--- config.mk ---
export PLATFORM = sky130hd
export DESIGN_NAME = order_monitor
export DESIGN_NICKNAME = d
export VERILOG_FILES = /design/src/rtl/om_pkg.sv /design/src/rtl/om_alt_cell.sv /design/src/rtl/om_succ.sv /design/src/rtl/om_first_err.sv /design/src/rtl/order_monitor.sv
export SDC_FILE = /design/constraint.sdc
export NUM_CORES = 1
export LEC_CHECK = 0
export BUFFER_PORTS_ARGS = -buffer_cell sky130_fd_sc_hd__buf_2
export CAP_MARGIN = 5
export CORE_ASPECT_RATIO = 0.9
export CORE_UTILIZATION = 28
export CTS_CLUSTER_SIZE = 30
export DETAILED_ROUTE_END_ITERATION = 6
export MAX_ROUTING_LAYER = met4
export PLACE_DENSITY = 0.43
export SYNTH_ARGS = -nofsm -noshare
export SYNTH_HDL_FRONTEND = slang
export SYNTH_SLANG_ARGS = --single-unit
--- constraint.sdc ---
create_clock -name clk_i -period 4.5 [get_ports clk_i]
set_input_delay 0.9 -clock clk_i [delete_from_list [all_inputs] [get_ports clk_i]]
set_output_delay 0.9 -clock clk_i [all_outputs]
set_load 0.02 [all_outputs]
--- src/rtl/om_pkg.sv ---
package om_pkg;
  typedef enum logic {
    PH_START  = 1'b0,
    PH_FINISH = 1'b1
  } phase_e;
endpackage

--- src/rtl/om_alt_cell.sv ---
module om_alt_cell
  import om_pkg::*;
(
  input  logic clk_i,
  input  logic rst_ni,
  input  logic start_i,
  input  logic finish_i,
  output logic alt_evt_o,
  output logic alt_err_o
);
  phase_e phase_q;
  logic   err_q;
  logic   collide;

  always_comb begin
    collide   = start_i & finish_i;
    alt_evt_o = !collide &&
                ((start_i && phase_q == PH_FINISH) || (finish_i && phase_q == PH_START));
  end

  always_ff @(posedge clk_i or negedge rst_ni) begin
    if (!rst_ni) begin
      phase_q <= PH_START;
      err_q   <= 1'b0;
    end else begin
      if (!collide) begin
        if (start_i)       phase_q <= PH_FINISH;
        else if (finish_i) phase_q <= PH_START;
      end
      err_q <= err_q | alt_evt_o;
    end
  end

  assign alt_err_o = err_q;

  assert_alt_sticky_R9: assert property (@(posedge clk_i) disable iff (!rst_ni)
    err_q |=> err_q);
  assert_collide_hold_R7: assert property (@(posedge clk_i) disable iff (!rst_ni)
    collide |=> $stable(phase_q));
  assert_restart_flag_R2: assert property (@(posedge clk_i) disable iff (!rst_ni)
    (start_i && !finish_i && phase_q == PH_FINISH) |=> err_q);
  assert_early_finish_R3: assert property (@(posedge clk_i) disable iff (!rst_ni)
    (finish_i && !start_i && phase_q == PH_START) |=> err_q);
endmodule

--- src/rtl/om_succ.sv ---
module om_succ #(
  parameter int unsigned N_UNITS = 4,
  localparam int unsigned IDX_W = (N_UNITS > 1) ? $clog2(N_UNITS) : 1
) (
  input  logic               clk_i,
  input  logic               rst_ni,
  input  logic [N_UNITS-1:0] start_i,
  input  logic [N_UNITS-1:0] finish_i,
  output logic [N_UNITS-1:0] ord_mask_o,
  output logic               order_err_o
);
  logic [IDX_W-1:0] exp_q;
  logic [IDX_W-1:0] hit_idx;
  logic [IDX_W:0]   cnt;
  logic             multi, single;
  logic             err_q;

  always_comb begin
    cnt     = '0;
    hit_idx = '0;
    for (int i = 0; i < N_UNITS; i++) begin
      if (start_i[i]) begin
        cnt     = cnt + 1'b1;
        hit_idx = IDX_W'(i);
      end
    end
    multi  = cnt > (IDX_W+1)'(1);
    single = cnt == (IDX_W+1)'(1);
    for (int i = 0; i < N_UNITS; i++) begin
      ord_mask_o[i] = (start_i[i] & finish_i[i]) |
                      (start_i[i] & (multi | (IDX_W'(i) != exp_q)));
    end
  end

  always_ff @(posedge clk_i or negedge rst_ni) begin
    if (!rst_ni) begin
      exp_q <= '0;
      err_q <= 1'b0;
    end else begin
      if (single) exp_q <= (hit_idx == IDX_W'(N_UNITS-1)) ? '0 : hit_idx + 1'b1;
      err_q <= err_q | (|ord_mask_o);
    end
  end

  assign order_err_o = err_q;

  assert_order_sticky_R9: assert property (@(posedge clk_i) disable iff (!rst_ni)
    err_q |=> err_q);
  assert_multi_hold_R6: assert property (@(posedge clk_i) disable iff (!rst_ni)
    multi |=> ($stable(exp_q) && err_q));
  assert_succ_wrap_R5: assert property (@(posedge clk_i) disable iff (!rst_ni)
    (single && start_i[N_UNITS-1]) |=> (exp_q == '0));
  assert_succ_next_R4: assert property (@(posedge clk_i) disable iff (!rst_ni)
    (single && start_i[0]) |=> (exp_q == IDX_W'(1)));
endmodule

--- src/rtl/om_first_err.sv ---
module om_first_err #(
  parameter int unsigned N_UNITS = 4,
  localparam int unsigned IDX_W = (N_UNITS > 1) ? $clog2(N_UNITS) : 1
) (
  input  logic               clk_i,
  input  logic               rst_ni,
  input  logic [N_UNITS-1:0] evt_mask_i,
  output logic               vld_o,
  output logic [IDX_W-1:0]   idx_o
);
  logic             vld_q;
  logic [IDX_W-1:0] idx_q;
  logic [IDX_W-1:0] low;

  always_comb begin
    low = '0;
    for (int i = N_UNITS-1; i >= 0; i--) begin
      if (evt_mask_i[i]) low = IDX_W'(i);
    end
  end

  always_ff @(posedge clk_i or negedge rst_ni) begin
    if (!rst_ni) begin
      vld_q <= 1'b0;
      idx_q <= '0;
    end else if (!vld_q && (|evt_mask_i)) begin
      vld_q <= 1'b1;
      idx_q <= low;
    end
  end

  assign vld_o = vld_q;
  assign idx_o = idx_q;

  assert_first_hold_R10: assert property (@(posedge clk_i) disable iff (!rst_ni)
    vld_q |=> (vld_q && $stable(idx_q)));
endmodule

--- src/rtl/order_monitor.sv ---
module order_monitor #(
  parameter int unsigned N_UNITS = 4,
  localparam int unsigned IDX_W = (N_UNITS > 1) ? $clog2(N_UNITS) : 1
) (
  input  logic               clk_i,
  input  logic               rst_ni,
  input  logic [N_UNITS-1:0] start_i,
  input  logic [N_UNITS-1:0] finish_i,
  output logic [N_UNITS-1:0] alt_err_o,
  output logic               order_err_o,
  output logic               first_err_vld_o,
  output logic [IDX_W-1:0]   first_err_idx_o
);
  logic [N_UNITS-1:0] alt_evt;
  logic [N_UNITS-1:0] ord_mask;

  for (genvar g = 0; g < N_UNITS; g++) begin : g_cell
    om_alt_cell i_cell (
      .clk_i     (clk_i),
      .rst_ni    (rst_ni),
      .start_i   (start_i[g]),
      .finish_i  (finish_i[g]),
      .alt_evt_o (alt_evt[g]),
      .alt_err_o (alt_err_o[g])
    );
  end

  om_succ #(.N_UNITS(N_UNITS)) i_succ (
    .clk_i       (clk_i),
    .rst_ni      (rst_ni),
    .start_i     (start_i),
    .finish_i    (finish_i),
    .ord_mask_o  (ord_mask),
    .order_err_o (order_err_o)
  );

  om_first_err #(.N_UNITS(N_UNITS)) i_first (
    .clk_i      (clk_i),
    .rst_ni     (rst_ni),
    .evt_mask_i (alt_evt | ord_mask),
    .vld_o      (first_err_vld_o),
    .idx_o      (first_err_idx_o)
  );

  assert_first_cause_R10: assert property (@(posedge clk_i) disable iff (!rst_ni)
    $rose(first_err_vld_o) |-> ((|alt_err_o) || order_err_o));
  assert_flags_need_vld_R10: assert property (@(posedge clk_i) disable iff (!rst_ni)
    ((|alt_err_o) || order_err_o) |-> first_err_vld_o);
endmodule

==> results.py, run 1 <==
metrics = {
    "synth": {
        "synth_seq_area_share_pct": 36.4,
        "netlist_instances": 94,
        "ys_types": 40,
        "synth_area_per_cell_um2": 10.2,
        "synth_area_um2": 963,
        "synthAdderAreaFrac_pct": 9.09,
        "syn_nets": 111,
        "synth_mux_area_share_pct": 5.71,
        "synth.top_cell.area_share_pct": 36.4,
        "synth-xor-area-share_pct": 2.60,
        "synth_compound_area_share_pct": 20.8,
        "synth-seq-cells": 14,
        "synth_warnings": 0,
        "synth_top_cell_by_area": "dfrtp_1",
        "synth_top_family_by_area": "compound AO/OA/AOI/OAI gates",
        "synth_area_leaders": "dfrtp_1 (36%), ha_1 (9.1%), mux2_2 (4.7%)",
        "yosys.area_share.simple_pct": 18.7,
    },
    "setup_path": {
        "cp_cell_sequence": "buf_2 -> inv_1 -> ha_1 -> xnor2_1 -> inv_1 -> ha_1 -> nand2_1 -> o31ai_2 -> o41ai_2 -> and3_1 -> or4b_1",
        "worst_path_largest_cell_delay_ns": 0.44,
        "critPathArrivalTime_ns": 3.49,
        "worst-path-buf-inv": 3,
        "worstRegToRegCells": 4,
        "crit_type": "input port to flop",
        "r2r_slack_ns": 2.60,
        "cp-start-kind": "input port",
        "worst_setup_path_end_kind": "flop",
        "cp_slowest_cell": "or4b_1",
        "critPathTopFamily": "simple AND/OR/NAND/NOR gates",
        "cp.required_ns": 4.61,
        "path_max_fanout": 8,
        "crit_start": "start_i[0]",
        "r2r-start": "i_succ.exp_q[1]",
        "reg2reg_to": "i_first.idx_o[1]",
    },
    "detailed_routing": {
        "vias": 761,
        "antenna_left": 0,
        "wl_per_cell_um": 13.1,
        "first_pass_iters": 4,
        "route.detailed.drc": 0,
        "drt_first_iter_violations": 19,
        "wl_um": 1980,
        "vias_per_cell": 5.04,
    },
    "power_and_ir_drop": {
        "total_power_mw": 0.378,
        "pwr-share-seq_pct": 42.0,
        "netSwitchingPower_mw": 0.116,
        "switching_share_pct": 30.6,
        "ir_drop_mv": 0.173,
        "pwr-share-comb_pct": 26.2,
        "p_leak_nw": 0.457,
        "p_per_area_nw_per_um2": 341,
        "pwr-share-clk_pct": 31.8,
        "intPower_mw": 0.263,
    },
    "cts": {
        "cts_root_buf": "clkbuf_8",
        "clk_latency_ns": 0.24,
        "ctsResizeCount": 0,
        "clk_pin_slew_ns": 0.06,
        "postCtsSetupBuffers": 0,
        "cts.sinks": 14,
        "postCtsHoldBufs": 0,
        "clock_path_buffers": 2,
        "htreeDepth": 1,
        "cts_tree": "built",
        "cts_buffers": 3,
    },
    "sta": {
        "hold_violations": 0,
        "relSlewSlack_pct": 67.4,
        "final.period_utilization_pct": 75.0,
        "setup_tns_ns": 0,
        "worst_pin_slew_ns": 0.486,
        "slew_viol_final": 0,
        "fmax_ghz": 0.296,
        "setup_violations": 0,
        "rsz0062_at_grt": "false",
        "fin_crit_ns": 3.38,
        "finalClockSkew_ns": 0.000548,
    },
    "placement": {
        "placed_cells": 147,
        "gp_congestion": 0.742,
        "hpwlAfterDp_um": 1580,
        "placed_cell_area_um2": 1050,
        "port_buffers": 17,
    },
    "final_layout": {
        "antenna_cells": 0,
        "design_area_um2": 1110,
        "area_growth_syn_to_layout_pct": 15.2,
        "regArea_um2": 350,
        "instances_no_fill": 151,
        "layout_commonest_cell": "buf_2",
        "fin_util_pct": 35.1,
        "nFillCells": 328,
        "multi_input_area_um2": 548,
        "final_cell_mix": "buf_2 (17), dfrtp_1 (14), ha_1 (7)",
        "finalNetCount": 127,
        "drive_above_1_share_pct": 29.4,
    },
    "die": {
        "fp.dieH_um": 57.7,
        "start_util_pct": 30.5,
        "fp-row-count": 19,
        "die_x_um": 63.8,
        "core_um2": 3160,
        "die_area_um2": 3680,
        "num_io_pins": 18,
    },
    "min_path": {
        "hold_depth": 1,
        "min_to": "g_cell[1].i_cell.alt_err_o",
        "hold_class": "flop to flop",
        "min_from": "g_cell[1].i_cell.alt_err_o",
    },
    "flow_run": {
        "maxCapViolCount": 0,
    },
    "global_route": {
        "grt_antenna_before_repair": 0,
        "grt-ovfl-total": 0,
        "grt.total_usage_pct": 12.8,
        "grt_pass1_wl_um": 3450,
        "grt_pass1_vias": 736,
        "grt_max_degree": 15,
    },
    "run_status": {
        "status": "finished clean",
    },
}
==> cell type report <==
class	instances	share of cell area, %
timing repair buffer	17	7.67
tap	42	4.74
sequential	14	31.6
inverter	5	1.69
clock buffer	4	4.96
multi-input combinational	69	49.4
==> metrics by stage <==
stage               hold WS, ns  setup slack (ns)
floorplan                 0.441              1.33
global placement          0.447             0.988
detailed placement        0.458             0.892
CTS                       0.473              1.15
global route              0.486             0.900
finish                    0.464              1.12
==> worst max path at each step <==
stage                          to  slack (ns)  cells past startpoint
finish              i_first.vld_o        1.12                     11
global route        i_first.vld_o        0.90                     11
CTS                 i_first.vld_o        1.15                     11
detailed placement  i_first.vld_o        0.89                     11
global placement    i_first.vld_o        0.99                     11
floorplan           i_first.vld_o        1.33                     10
==> per-layer routing <==
layer	GRT usage, %	routed length [um]	vias to the layer above
met5	-	0	-
met4	3.90	23	0
met3	3.74	83	4
met2	18.7	840	17
met1	17.1	1030	359
li1	-	-	381
==> cells by family after synthesis <==
family,Yosys count
AND/OR/NAND/NOR,29
AO/OA/AOI/OAI,26
flip-flops,14
buffers and inverters,11
adder cells (fa/ha/maj),7
multiplexers,5
XOR/XNOR,2
==> power groups by stage <==
stage,registers (mW),clock network [mW],logic (mW)
2_1_floorplan,0.158,0,0.0752
3_3_place_gp,0.163,0,0.100
3_5_place_dp,0.161,0,0.0994
4_1_cts,0.159,0.125,0.100
5_1_grt,0.162,0.131,0.113
6_report,0.159,0.120,0.0992
==> registers in the layout (all words and copies together), names as in the netlist <==
register / count
i_first.idx_o: 2
i_succ.order_err_o: 1
i_succ.exp_q: 2
g_cell.i_cell.phase_q: 4
i_first.vld_o: 1
g_cell.i_cell.alt_err_o: 4
==> synthesized netlist by cell type, drive strengths merged <==
library cell   n
a2111oi        3
and3           1
nand3b         1
inv            5
or3b           1
or4b           1
a311oi         1
o22a           1
mux2i          1
nand2b         1
nor2b          3
o21ai          2
buf            6
nor4bb         1
o2111ai        1
nor4           4
o21bai         3
a22oi          1
mux2           4
o2bb2ai        2
o32a           1
or2            2
o41ai          1
nor2           6
nor3           2
or4            1
dfrtp         14
o31ai          2
a21oi          6
a31oi          1
a21o           1
xnor2          1
and2           1
nand3          1
xor2           1
ha             7
nand2          3
Note: power is estimated with default switching activity, not from simulation.
==> run 2, diff against run 1 <==
--- a/config.mk
+++ b/config.mk
@@ -12,7 +12,7 @@
 export CTS_CLUSTER_SIZE = 30
 export DETAILED_ROUTE_END_ITERATION = 6
 export MAX_ROUTING_LAYER = met4
-export PLACE_DENSITY = 0.43
+export PLACE_DENSITY = 0.45
 export SYNTH_ARGS = -nofsm -noshare
 export SYNTH_HDL_FRONTEND = slang
 export SYNTH_SLANG_ARGS = --single-unit
==> constraint.sdc (replaced) <==
create_clock -name clk_i -period 2.9 [get_ports clk_i]
set_input_delay 0.58 -clock clk_i [delete_from_list [all_inputs] [get_ports clk_i]]
set_output_delay 0.58 -clock clk_i [all_outputs]
set_load 0.02 [all_outputs]
==> run 2 against run 1 <==
Global-route usage grew 0.28 points. Largest cell class unchanged. Wire length is 5.3% higher. Utilization is 2.4 points higher. Highest routed layer is now met3. Register-to-register slack worse by 1.6 ns. Die area is the same. Largest power group unchanged. Via count grew 5.7%.
==> results.py, run 2 (synthesized netlist as in run 1, its figures left out) <==
metrics = {
    "run_status": {
        "status": "finished clean",
    },
    "cts": {
        "cts_buffers": 3,
        "clk_latency_ns": 0.24,
        "clock_path_buffers": 2,
        "htreeDepth": 1,
        "cts_root_buf": "clkbuf_8",
        "postCtsSetupBuffers": 0,
        "cts_tree": "built",
        "ctsResizeCount": 0,
        "postCtsHoldBufs": 0,
        "cts.sinks": 14,
        "clk_pin_slew_ns": 0.05,
    },
    "power_and_ir_drop": {
        "ir_drop_mv": 0.230,
        "total_power_mw": 0.578,
        "p_leak_nw": 0.508,
        "p_per_area_nw_per_um2": 487,
    },
    "die": {
        "die_area_um2": 3680,
        "die_x_um": 63.8,
        "start_util_pct": 30.5,
        "num_io_pins": 18,
        "core_um2": 3160,
        "fp-row-count": 19,
        "fp.dieH_um": 57.7,
    },
    "global_route": {
        "grt_max_degree": 15,
        "grt_antenna_before_repair": 0,
        "grt.total_usage_pct": 13.1,
        "grt-ovfl-total": 0,
        "grt_pass1_vias": 807,
        "grt_pass1_wl_um": 3660,
    },
    "final_layout": {
        "final_cell_mix": "buf_2 (17), dfrtp_1 (14), buf_4 (12)",
        "finalNetCount": 139,
        "antenna_cells": 0,
        "nFillCells": 327,
        "drive_above_1_share_pct": 35.8,
        "layout_commonest_cell": "buf_2",
        "multi_input_area_um2": 548,
        "area_growth_syn_to_layout_pct": 23.1,
        "regArea_um2": 350,
    },
    "placement": {
        "hpwlAfterDp_um": 1660,
        "port_buffers": 17,
        "gp_congestion": 0.797,
        "post-place-ws_ns": 0.0237,
    },
    "sta": {
        "fin_crit_ns": 2.64,
        "slew_viol_final": 0,
        "setup_tns_ns": 0,
        "worst_pin_slew_ns": 0.409,
        "setup_violations": 0,
        "hold_violations": 0,
        "finalClockSkew_ns": 0.00242,
        "rsz0062_at_grt": "false",
        "relSlewSlack_pct": 72.5,
        "fmax_ghz": 0.379,
        "final.period_utilization_pct": 90.9,
        "worst_slack_ns": 0.264,
    },
    "setup_path": {
        "critPathArrivalTime_ns": 2.75,
        "crit_type": "input port to flop",
        "cp-start-kind": "input port",
        "reg2reg_to": "i_first.idx_o[1]",
        "cp_cell_sequence": "buf_2 -> inv_1 -> ha_1 -> xnor2_1 -> inv_1 -> ha_1 -> nand2_1 -> o31ai_2 -> o41ai_2 -> and3_1 -> or4b_1",
        "worst_path_largest_cell_delay_ns": 0.43,
        "worstRegToRegCells": 4,
        "cp.required_ns": 3.01,
        "worst_setup_path_end_kind": "flop",
        "r2r-start": "i_succ.exp_q[1]",
        "r2r_slack_ns": 1.03,
        "cp_slowest_cell": "or4b_1",
        "path_max_fanout": 5,
    },
    "detailed_routing": {
        "vias_per_cell": 4.96,
        "drt_first_iter_violations": 22,
        "route.detailed.drc": 0,
        "vias": 804,
        "wl_um": 2080,
        "first_pass_iters": 4,
        "antenna_left": 0,
        "wl_per_cell_um": 12.8,
    },
    "min_path": {
        "hold_class": "input port to asynchronous set/reset pin",
    },
    "flow_run": {
        "maxCapViolCount": 0,
    },
}
==> run 2: how the worst max path moves through the flow <==
| stage | cells past startpoint | startpoint | end | slack [ns] |
|---|---|---|---|---|
| after floorplan | 10 | start_i[0] | i_first.vld_o | 0.05 |
| after global placement | 10 | start_i[0] | i_first.vld_o | 0.05 |
| after detailed placement | 11 | start_i[0] | i_first.vld_o | 0.02 |
| after CTS | 11 | start_i[0] | i_first.vld_o | 0.25 |
| after global routing | 11 | start_i[1] | i_first.vld_o | 0.08 |
| final | 11 | start_i[0] | i_first.vld_o | 0.26 |
==> run 2: cell type report <==
class                   count  share of cell area [%]
multi-input cells          69                    46.2
repair buffers             29                    14.8
inverters                   5                    1.58
clock buffers               3                    3.48
well taps                  42                    4.43
flip-flops and latches     14                    29.5
==> run 2: critical path: cells and delay by family <==
kind,cells,cell delay [ns]
adder cells (fa/ha/maj),2,0.60
XOR/XNOR,1,0.18
AND/OR/NAND/NOR,3,0.74
AO/OA/AOI/OAI,2,0.42
buffers and inverters,3,0.22
==> run 2: per-stage QoR <==
step	hold slack [ns]	instance area, um2	cells	util, %
after floorplan	0.284	963	94	-
after global placement	0.447	1140	159	36.2
after detailed placement	0.452	1140	159	36.2
after CTS	0.241	1190	162	37.5
after global routing	0.258	1190	162	37.5
final	0.229	1190	162	37.5
==> run 2: metal layers <==
layer  up-vias  global-route usage [%]  share of wire [%]
met2        22                    20.2                 43
met4         0                   0.974                  0
li1        408                       -                  -
met1       374                    17.8                 51
met3         0                    3.74                6.0
met5         -                       -                  0
==> run 2: power by group <==
group	leakage, nW	switching [mW]	internal (mW)	total (mW)
registers	0.152	0.0301	0.218	0.248
logic	0.335	0.0861	0.0875	0.174
clock network	0.0216	0.0644	0.0918	0.156
total	0.508	0.181	0.397	0.578
